===== src/rtl/pvic_pkg.sv =====
// Shared definitions for the prioritized vectored interrupt controller.
// Assumes: byte addressing, 32-bit word registers, at most 32 sources.
package pvic_pkg;

    // Source conditioning kinds, as encoded in the mode register.
    typedef enum logic [1:0] {
        KIND_LOW  = 2'b00,
        KIND_FALL = 2'b01,
        KIND_HIGH = 2'b10,
        KIND_RISE = 2'b11
    } src_kind_e;

    // Register byte offsets.
    localparam int OFS_VEC_BASE = 'h080;
    localparam int OFS_IVR      = 'h100;
    localparam int OFS_CUR_SRC  = 'h108;
    localparam int OFS_PENDING  = 'h10C;
    localparam int OFS_ENABLED  = 'h110;
    localparam int OFS_EN_SET   = 'h120;
    localparam int OFS_EN_CLR   = 'h124;
    localparam int OFS_PND_CLR  = 'h128;
    localparam int OFS_PND_SET  = 'h12C;
    localparam int OFS_EOI      = 'h130;
    localparam int OFS_SPUR     = 'h134;
    localparam int OFS_DEBUG    = 'h138;

    // Mode register field positions.
    localparam int MODE_PRI_LSB  = 0;
    localparam int MODE_KIND_LSB = 5;

endpackage


===== src/rtl/pvic_cond.sv =====
// Per-source input conditioning.
// Turns each raw input into a pending bit according to its kind: level kinds
// follow the input directly, edge kinds latch on the chosen edge. A software
// set, a software clear and an acknowledge act on the latch for every kind.
// Assumes: raw inputs are already synchronous to clk. A set and a new edge
// take precedence over a clear or an acknowledge in the same cycle.
module pvic_cond
    import pvic_pkg::*;
#(
    parameter int NUM_SRC = 32
) (
    input  logic                    clk,
    input  logic                    rst_n,
    input  logic [NUM_SRC-1:0]      raw_i,
    input  logic [NUM_SRC-1:0][1:0] kind_i,
    input  logic [NUM_SRC-1:0]      set_i,
    input  logic [NUM_SRC-1:0]      clr_i,
    input  logic [NUM_SRC-1:0]      ack_i,
    output logic [NUM_SRC-1:0]      pend_o
);

    logic [NUM_SRC-1:0] prev_q;
    logic [NUM_SRC-1:0] latch_q;

    // Previous input sample; tracked through reset so no edge appears on release.
    always_ff @(posedge clk) begin
        prev_q <= raw_i;
    end

    for (genvar i = 0; i < NUM_SRC; i++) begin : g_src
        logic edge_hit;
        logic level_hit;

        // Edge detect for the selected edge kind.
        always_comb begin
            if (kind_i[i] == KIND_RISE)      edge_hit = raw_i[i] & ~prev_q[i];
            else if (kind_i[i] == KIND_FALL) edge_hit = ~raw_i[i] & prev_q[i];
            else                             edge_hit = 1'b0;
        end

        // Level kinds: active when the input sits at the selected level.
        always_comb begin
            if (kind_i[i] == KIND_HIGH)     level_hit = raw_i[i];
            else if (kind_i[i] == KIND_LOW) level_hit = ~raw_i[i];
            else                            level_hit = 1'b0;
        end

        // Latched pending: set by edge or software, cleared by clear or acknowledge.
        always_ff @(posedge clk) begin
            if (!rst_n)                     latch_q[i] <= 1'b0;
            else if (edge_hit || set_i[i])  latch_q[i] <= 1'b1;
            else if (clr_i[i] || ack_i[i])  latch_q[i] <= 1'b0;
        end

        assign pend_o[i] = latch_q[i] | level_hit;
    end

endmodule


===== src/rtl/pvic_arb.sv =====
// Priority arbiter.
// Picks, among candidate sources whose priority is above the current floor,
// the one of highest priority; ties go to the lowest source number.
// Assumes: floor_en_i low means no level is active and every priority qualifies.
module pvic_arb #(
    parameter int NUM_SRC = 32,
    parameter int PRI_W   = 3,
    localparam int IDX_W  = $clog2(NUM_SRC)
) (
    input  logic [NUM_SRC-1:0]            cand_i,
    input  logic [NUM_SRC-1:0][PRI_W-1:0] pri_i,
    input  logic                          floor_en_i,
    input  logic [PRI_W-1:0]              floor_i,
    output logic                          win_valid_o,
    output logic [IDX_W-1:0]              win_idx_o,
    output logic [PRI_W-1:0]              win_pri_o
);

    // Linear scan; strict comparison keeps the lowest number on a tie.
    always_comb begin
        win_valid_o = 1'b0;
        win_idx_o   = '0;
        win_pri_o   = '0;
        for (int i = 0; i < NUM_SRC; i++) begin
            if (cand_i[i] && (!floor_en_i || pri_i[i] > floor_i) &&
                (!win_valid_o || pri_i[i] > win_pri_o)) begin
                win_valid_o = 1'b1;
                win_idx_o   = IDX_W'(i);
                win_pri_o   = pri_i[i];
            end
        end
    end

endmodule


===== src/rtl/pvic_stack.sv =====
// Nesting stack of acknowledged interrupts.
// Each entry holds the priority and source number of an acknowledged
// interrupt; the top entry sets the arbitration floor.
// Assumes: push and pop never arrive in the same cycle; a push when full and
// a pop when empty are ignored.
module pvic_stack #(
    parameter int DEPTH  = 8,
    parameter int PRI_W  = 3,
    parameter int IDX_W  = 5,
    localparam int CNT_W = $clog2(DEPTH + 1),
    localparam int PTR_W = $clog2(DEPTH)
) (
    input  logic             clk,
    input  logic             rst_n,
    input  logic             push_i,
    input  logic [PRI_W-1:0] push_pri_i,
    input  logic [IDX_W-1:0] push_idx_i,
    input  logic             pop_i,
    output logic             empty_o,
    output logic [PRI_W-1:0] top_pri_o,
    output logic [IDX_W-1:0] top_idx_o,
    output logic [CNT_W-1:0] depth_o
);

    logic [PRI_W-1:0] pri_q [DEPTH];
    logic [IDX_W-1:0] idx_q [DEPTH];
    logic [CNT_W-1:0] cnt_q;
    logic [CNT_W-1:0] top_cnt;
    logic             full;

    assign empty_o = (cnt_q == '0);
    assign full    = (cnt_q == CNT_W'(DEPTH));
    assign top_cnt = cnt_q - CNT_W'(1);
    assign depth_o = cnt_q;

    // Occupancy count.
    always_ff @(posedge clk) begin
        if (!rst_n)                  cnt_q <= '0;
        else if (push_i && !full)    cnt_q <= cnt_q + CNT_W'(1);
        else if (pop_i && !empty_o)  cnt_q <= cnt_q - CNT_W'(1);
    end

    // Entry storage, written at the free slot on a push.
    always_ff @(posedge clk) begin
        if (!rst_n) begin
            for (int i = 0; i < DEPTH; i++) begin
                pri_q[i] <= '0;
                idx_q[i] <= '0;
            end
        end else if (push_i && !full) begin
            pri_q[cnt_q[PTR_W-1:0]] <= push_pri_i;
            idx_q[cnt_q[PTR_W-1:0]] <= push_idx_i;
        end
    end

    // Top of stack view; zero when empty.
    always_comb begin
        top_pri_o = empty_o ? '0 : pri_q[top_cnt[PTR_W-1:0]];
        top_idx_o = empty_o ? '0 : idx_q[top_cnt[PTR_W-1:0]];
    end

    AST_NO_OVERFLOW: assert property (@(posedge clk) disable iff (!rst_n)
        push_i |-> !full);
    AST_NEST_STRICTLY_HIGHER: assert property (@(posedge clk) disable iff (!rst_n)
        push_i && !empty_o |-> push_pri_i > top_pri_o);
    AST_POP_ONE_LEVEL: assert property (@(posedge clk) disable iff (!rst_n)
        pop_i && !push_i && !empty_o |=> depth_o == $past(depth_o) - CNT_W'(1));

endmodule


===== src/rtl/pvic_top.sv =====
// Prioritized vectored interrupt controller, top level.
// Holds the register file, decodes the strobe bus, conditions the sources,
// arbitrates by priority and manages the acknowledge / end-of-interrupt nest.
// Assumes: NUM_SRC <= 32 and DATA_W >= NUM_SRC; word-aligned accesses only;
// bus_rd_i and bus_wr_i are never high together; read data is combinational.
module pvic_top
    import pvic_pkg::*;
#(
    parameter int NUM_SRC    = 32,
    parameter int PRI_W      = 3,
    parameter int NEST_DEPTH = 8,
    parameter int DATA_W     = 32,
    parameter int ADDR_W     = 9
) (
    input  logic              clk,
    input  logic              rst_n,
    input  logic [NUM_SRC-1:0] irq_src_i,
    input  logic              bus_wr_i,
    input  logic              bus_rd_i,
    input  logic [ADDR_W-1:0] bus_addr_i,
    input  logic [DATA_W-1:0] bus_wdata_i,
    output logic [DATA_W-1:0] bus_rdata_o,
    output logic              irq_req_o
);

    localparam int IDX_W = $clog2(NUM_SRC);
    localparam int CNT_W = $clog2(NEST_DEPTH + 1);

    localparam logic [ADDR_W-1:0] A_VEC_BASE = ADDR_W'(OFS_VEC_BASE);
    localparam logic [ADDR_W-1:0] A_VEC_END  = ADDR_W'(OFS_VEC_BASE + NUM_SRC * 4);
    localparam logic [ADDR_W-1:0] A_MODE_END = ADDR_W'(NUM_SRC * 4);
    localparam logic [ADDR_W-1:0] A_IVR      = ADDR_W'(OFS_IVR);
    localparam logic [ADDR_W-1:0] A_CUR_SRC  = ADDR_W'(OFS_CUR_SRC);
    localparam logic [ADDR_W-1:0] A_PENDING  = ADDR_W'(OFS_PENDING);
    localparam logic [ADDR_W-1:0] A_ENABLED  = ADDR_W'(OFS_ENABLED);
    localparam logic [ADDR_W-1:0] A_EN_SET   = ADDR_W'(OFS_EN_SET);
    localparam logic [ADDR_W-1:0] A_EN_CLR   = ADDR_W'(OFS_EN_CLR);
    localparam logic [ADDR_W-1:0] A_PND_CLR  = ADDR_W'(OFS_PND_CLR);
    localparam logic [ADDR_W-1:0] A_PND_SET  = ADDR_W'(OFS_PND_SET);
    localparam logic [ADDR_W-1:0] A_EOI      = ADDR_W'(OFS_EOI);
    localparam logic [ADDR_W-1:0] A_SPUR     = ADDR_W'(OFS_SPUR);
    localparam logic [ADDR_W-1:0] A_DEBUG    = ADDR_W'(OFS_DEBUG);

    // Register file state.
    logic [NUM_SRC-1:0][PRI_W-1:0] mode_pri_q;
    logic [NUM_SRC-1:0][1:0]       mode_kind_q;
    logic [DATA_W-1:0]             vec_q [NUM_SRC];
    logic [NUM_SRC-1:0]            enable_q;
    logic [DATA_W-1:0]             spur_q;
    logic                          prot_q;
    logic                          gmask_q;

    // Decode.
    logic             aligned, is_mode, is_vec;
    logic [IDX_W-1:0] sel_idx;
    logic             ivr_rd, ivr_wr, eoi_wr;
    logic [NUM_SRC-1:0] set_mask, clr_mask, ack_mask;

    // Arbitration and nest.
    logic [NUM_SRC-1:0] pend;
    logic               win_valid, win_ok, ack_fire;
    logic [IDX_W-1:0]   win_idx;
    logic [PRI_W-1:0]   win_pri;
    logic               stk_empty;
    logic [PRI_W-1:0]   stk_pri;
    logic [IDX_W-1:0]   stk_idx;
    logic [CNT_W-1:0]   stk_depth;

    // Address decode of the per-source windows and the command strobes.
    always_comb begin
        aligned  = (bus_addr_i[1:0] == 2'b00);
        is_mode  = aligned && (bus_addr_i < A_MODE_END);
        is_vec   = aligned && (bus_addr_i >= A_VEC_BASE) && (bus_addr_i < A_VEC_END);
        sel_idx  = bus_addr_i[IDX_W+1:2];
        ivr_rd   = bus_rd_i && (bus_addr_i == A_IVR);
        ivr_wr   = bus_wr_i && (bus_addr_i == A_IVR);
        eoi_wr   = bus_wr_i && (bus_addr_i == A_EOI);
        set_mask = (bus_wr_i && bus_addr_i == A_PND_SET) ? bus_wdata_i[NUM_SRC-1:0] : '0;
        clr_mask = (bus_wr_i && bus_addr_i == A_PND_CLR) ? bus_wdata_i[NUM_SRC-1:0] : '0;
    end

    pvic_cond #(
        .NUM_SRC (NUM_SRC)
    ) u_cond (
        .clk    (clk),
        .rst_n  (rst_n),
        .raw_i  (irq_src_i),
        .kind_i (mode_kind_q),
        .set_i  (set_mask),
        .clr_i  (clr_mask),
        .ack_i  (ack_mask),
        .pend_o (pend)
    );

    pvic_arb #(
        .NUM_SRC (NUM_SRC),
        .PRI_W   (PRI_W)
    ) u_arb (
        .cand_i      (pend & enable_q),
        .pri_i       (mode_pri_q),
        .floor_en_i  (!stk_empty),
        .floor_i     (stk_pri),
        .win_valid_o (win_valid),
        .win_idx_o   (win_idx),
        .win_pri_o   (win_pri)
    );

    // Request and acknowledge qualification.
    always_comb begin
        win_ok    = win_valid && !gmask_q;
        irq_req_o = win_ok;
        ack_fire  = win_ok && (prot_q ? ivr_wr : ivr_rd);
        ack_mask  = ack_fire ? (NUM_SRC'(1) << win_idx) : '0;
    end

    pvic_stack #(
        .DEPTH (NEST_DEPTH),
        .PRI_W (PRI_W),
        .IDX_W (IDX_W)
    ) u_stack (
        .clk        (clk),
        .rst_n      (rst_n),
        .push_i     (ack_fire),
        .push_pri_i (win_pri),
        .push_idx_i (win_idx),
        .pop_i      (eoi_wr),
        .empty_o    (stk_empty),
        .top_pri_o  (stk_pri),
        .top_idx_o  (stk_idx),
        .depth_o    (stk_depth)
    );

    // Register writes: modes, vectors, enable commands, spurious and debug.
    always_ff @(posedge clk) begin
        if (!rst_n) begin
            mode_pri_q  <= '0;
            mode_kind_q <= '0;
            for (int i = 0; i < NUM_SRC; i++) vec_q[i] <= '0;
            enable_q    <= '0;
            spur_q      <= '0;
            prot_q      <= 1'b0;
            gmask_q     <= 1'b0;
        end else if (bus_wr_i) begin
            if (is_mode) begin
                mode_pri_q[sel_idx]  <= bus_wdata_i[MODE_PRI_LSB +: PRI_W];
                mode_kind_q[sel_idx] <= bus_wdata_i[MODE_KIND_LSB +: 2];
            end
            if (is_vec) vec_q[sel_idx] <= bus_wdata_i;
            if (bus_addr_i == A_EN_SET) enable_q <= enable_q | bus_wdata_i[NUM_SRC-1:0];
            if (bus_addr_i == A_EN_CLR) enable_q <= enable_q & ~bus_wdata_i[NUM_SRC-1:0];
            if (bus_addr_i == A_SPUR)   spur_q   <= bus_wdata_i;
            if (bus_addr_i == A_DEBUG) begin
                prot_q  <= bus_wdata_i[0];
                gmask_q <= bus_wdata_i[1];
            end
        end
    end

    // Read data multiplexer.
    always_comb begin
        bus_rdata_o = '0;
        if (is_mode) begin
            bus_rdata_o[MODE_PRI_LSB +: PRI_W] = mode_pri_q[sel_idx];
            bus_rdata_o[MODE_KIND_LSB +: 2]    = mode_kind_q[sel_idx];
        end else if (is_vec) begin
            bus_rdata_o = vec_q[sel_idx];
        end else begin
            case (bus_addr_i)
                A_IVR:     bus_rdata_o = win_ok ? vec_q[win_idx] : spur_q;
                A_CUR_SRC: bus_rdata_o = DATA_W'(stk_idx);
                A_PENDING: bus_rdata_o = DATA_W'(pend);
                A_ENABLED: bus_rdata_o = DATA_W'(enable_q);
                A_SPUR:    bus_rdata_o = spur_q;
                A_DEBUG:   bus_rdata_o = DATA_W'({gmask_q, prot_q});
                default:   bus_rdata_o = '0;
            endcase
        end
    end

    AST_PROTECT_READ_NO_ACK: assert property (@(posedge clk) disable iff (!rst_n)
        ivr_rd && prot_q |=> stk_depth == $past(stk_depth));
    AST_SPURIOUS_NO_PUSH: assert property (@(posedge clk) disable iff (!rst_n)
        ivr_rd && !win_ok |=> stk_depth == $past(stk_depth));
    AST_ACK_PUSHES: assert property (@(posedge clk) disable iff (!rst_n)
        ack_fire |=> stk_depth == $past(stk_depth) + CNT_W'(1));
    AST_REQ_ABOVE_FLOOR: assert property (@(posedge clk) disable iff (!rst_n)
        irq_req_o && !stk_empty |-> win_pri > stk_pri);
    AST_ONE_ACCESS: assert property (@(posedge clk) disable iff (!rst_n)
        !(bus_rd_i && bus_wr_i));

endmodule


===== config.mk =====
export PLATFORM = sky130hd
export DESIGN_NAME = pvic_top
export DESIGN_NICKNAME = d
export VERILOG_FILES = /design/src/rtl/pvic_pkg.sv /design/src/rtl/pvic_cond.sv /design/src/rtl/pvic_arb.sv /design/src/rtl/pvic_stack.sv /design/src/rtl/pvic_top.sv
export SDC_FILE = /design/constraint.sdc
export NUM_CORES = 2
export LEC_CHECK = 0
export ABC_CLOCK_PERIOD_IN_PS = 63200
export BUFFER_PORTS_ARGS = -buffer_cell sky130_fd_sc_hd__clkbuf_2
export CAP_MARGIN = 15
export CORE_MARGIN = 2
export CORE_UTILIZATION = 39
export DETAILED_ROUTE_END_ITERATION = 16
export SYNTH_ARGS = -nofsm -noshare
export SYNTH_HDL_FRONTEND = slang
export SYNTH_SLANG_ARGS = --single-unit

===== constraint.sdc =====
create_clock -name clk -period 63.2 [get_ports clk]
set_input_delay 9.48 -clock clk [delete_from_list [all_inputs] [get_ports clk]]
set_output_delay 9.48 -clock clk [all_outputs]
set_load 0.005 [all_outputs]

==> results.cfg <==
[route]
wl_um = 340000
postRouteAntennaNets = 0
route.vias.total = 67900
dr.pass1.iters = 7
drtIter0Drc = 9435
viasPerCell = 6.48
drc = 0
wl_per_cell_um = 32.4

[power]
seqPwrFrac_pct = 48.6
netSwitchingFraction_pct = 25.4
intPower_mw = 1.59
peakVddDrop_mv = 0.0220
clkPwrFrac_pct = 42.7
power_mw = 2.13
leakage_nw = 33.4
p_switching_mw = 0.541
powerDensity_mw_per_mm2 = 22.1
comb_power_share_pct = 8.7

[synth]
synth_flop_cell = edfxtp_1
syn_avg_cell_area_um2 = 11.0
synth_nets = 7542
netlist_area_mm2 = 0.0806
synth.top_cell.area_share_pct = 40.5
ys_warn_count = 0
synth_enable_flop_cells = 1088
ys_top_cells_by_count = 1088 x edfxtp_1, 1045 x and2_1, 708 x nand2_1
synthTopCellsByArea = edfxtp_1 41%, mux4_2 11%, and2_1 8.1%, dfxtp_1 7.3%, nand2_1 3.3%
synth_seq_cells = 1382
postSynthCellCount = 7328
ys_seq_area_share_pct = 47.8
post-synth-top-count-cell = edfxtp_1
synth_top_cell_by_area = edfxtp_1
synth.distinct_cells = 121
synth_async_sr_flop_share_pct = 0

[sta]
rsz0062_at_grt = yes
finalMaxSlewViolations = 0
tightest_slew_ns = 1.28
skew_ns = 0.0307
finalCritPeriodShare_pct = 99.7
hold_violations = 0
max-slew-margin-rel_pct = 14.8
period_minus_slack_ns = 63.00
setup_viol = 0
fin_ws_ns = 0.198
max_freq_mhz = 15.9

[placed_design]
gp_congestion = 0.959
port_buffers = 109
dp_hpwl_um = 217000
post-place-ws_ns = -1.55

[clock_tree]
cts.clk_slew.worst_paths_ns = 0.06
cts_hold_buf = 0
clock_sinks = 1382
cts_made_buffers = 158
htreeDepth = 4
cts_tree = built
insertion_delay_ns = 0.85
clockRootBuffer = clkbuf_16
ctsLongestPathBuffers = 3

[grt]
grt_util_all_layers_pct = 31.3
grt_max_degree = 123
grt_pass1_wl_um = 479000
first_global_vias = 65900
antenna_found_initial = 25
global_route.overflow_total = 0

[critical_path]
r2r_slack_ns = 16.03
crit_top_cell = a21oi_2
reg2reg_from = u_stack.depth_o[0]
max_stage_delay_ns = 0.40
r2r_end = u_cond.latch_q[9]
criticalPathCategory = primary input to output port
crit_arrival_ns = 53.52
start_kind = primary input
worstPathRequired_ns = 53.72
crit_fanout = 20
cp_num_buf_inv = 36
endpoint_kind = output port
cpMaxStageDelayCell = a221o_1
r2r.worst_path.cells = 275
cp_top_family = compound AO/OA/AOI/OAI gates

[die]
io_pins = 110
die_area_mm2 = 0.210
core_mm2 = 0.205
die_w_um = 459
die_h_um = 459
initial_utilization_pct = 39.3
core.rowCount = 166

[hold_path]
worstHoldPathCells = 2
hold_end = spur_q[29]
holdCritPathClass = flip-flop to flip-flop
min_from = spur_q[29]

[layout]
seq_area_mm2 = 0.0386
multi_input_area_mm2 = 0.0417
areaGrowthSynthToFinish_pct = 19.6
final_nets = 7874
n_fill_cell = 18200
final_core_util_pct = 47.0
drive_gt1_share_pct = 25.4

[outcome]
outcome = finished, final reports clean

[run]
drv_cap = 0
-- cells by family after synthesis --
family,after synthesis,share of synthesized area (%)
compound gates,1520,13.6
xor+xnor,16,0.197
fa+ha+maj,143,2.20
buf+inv,834,4.08
flops,1382,47.8
mux,634,14.1
simple gates,2799,18.0
-- how the worst max path moves through the flow --
stage | cells past startpoint | slack (ns) | to | from
floorplan | 266 | 0.002 | bus_rdata_o[2] | irq_src_i[0]
global placement | 269 | -0.45 | bus_rdata_o[14] | irq_src_i[0]
detailed placement | 262 | -1.55 | bus_rdata_o[14] | irq_src_i[0]
CTS | 268 | 0.005 | bus_rdata_o[23] | irq_src_i[0]
global route | 276 | -1.84 | bus_rdata_o[2] | irq_src_i[0]
finish | 272 | 0.20 | bus_rdata_o[17] | irq_src_i[0]
-- metrics by stage --
stage	instance area (um2)	hold WS, ns	setup TNS, ns	std cells
final	96400	0.471	0	10500
after global routing	96400	0.495	-55.33	10500
after CTS	94300	0.468	0	10400
after detailed placement	88000	0.459	-42.17	10000
after global placement	87900	0.454	-6.54	10000
after floorplan	80900	0.444	0	7328
-- tightest hold or removal path, stage by stage (launching register included) --
cell      delay, ns
dfxtp_1        0.31
nand2_1        0.05
a21boi_0       0.07
-- power by group through the flow --
stage / Combinational, mW / Sequential [mW] / Clock [mW]
CTS: 0.178 / 1.03 / 0.914
global route: 0.190 / 1.04 / 0.949
detailed placement: 0.177 / 1.05 / 0
finish: 0.186 / 1.04 / 0.911
global placement: 0.176 / 1.05 / 0
floorplan: 0.104 / 1.05 / 0
-- timing repair --
item / in CTS / in global routing
gates cloned: 1 / 1
setup endpoints to repair: 32 / 32
resized for setup: 102 / 336
pin swaps: 73 / 207
buffers inserted: 109 / 74
-- layout make-up --
cell class	count	share of cell area (%)
diodes	9	0.0234
clock buffers	197	4.39
multi-input cells	5113	43.2
flip-flops and latches	1382	40.0
clock inverters	85	0.756
inverters	143	0.564
repair buffers	862	7.61
well taps	2688	3.49
-- cell usage in the layout (no fill, tap or decap), types with 160 or more instances in the layout --
cell and n:
mux2i_1 202, nand3_1 335, edfxtp_1 1088, o21ai_0 176
buf_4 651, dfxtp_1 294, nor2_1 284, a21oi_1 184
mux4_2 399, a21boi_0 202, clkbuf_16 160, nand2_1 686
and2_1 1042
-- layer usage --
metal	share of wire, %	global-route usage (%)
met3	12	9.25
met2	45	48.5
met4	5.9	16.0
met5	0.024	0
met1	37	39.7
-- flip-flops by register name, summed over array words and instances (netlist names), 24 cells and up, named ones only --
signal          cells
u_cond.latch_q     32
vec_q            1024
u_cond.prev_q      32
u_stack.idx_q      40
u_stack.pri_q      24
mode_pri_q         96
spur_q             32
mode_kind_q        64
No activity file was read; power rests on OpenSTA's default activity.
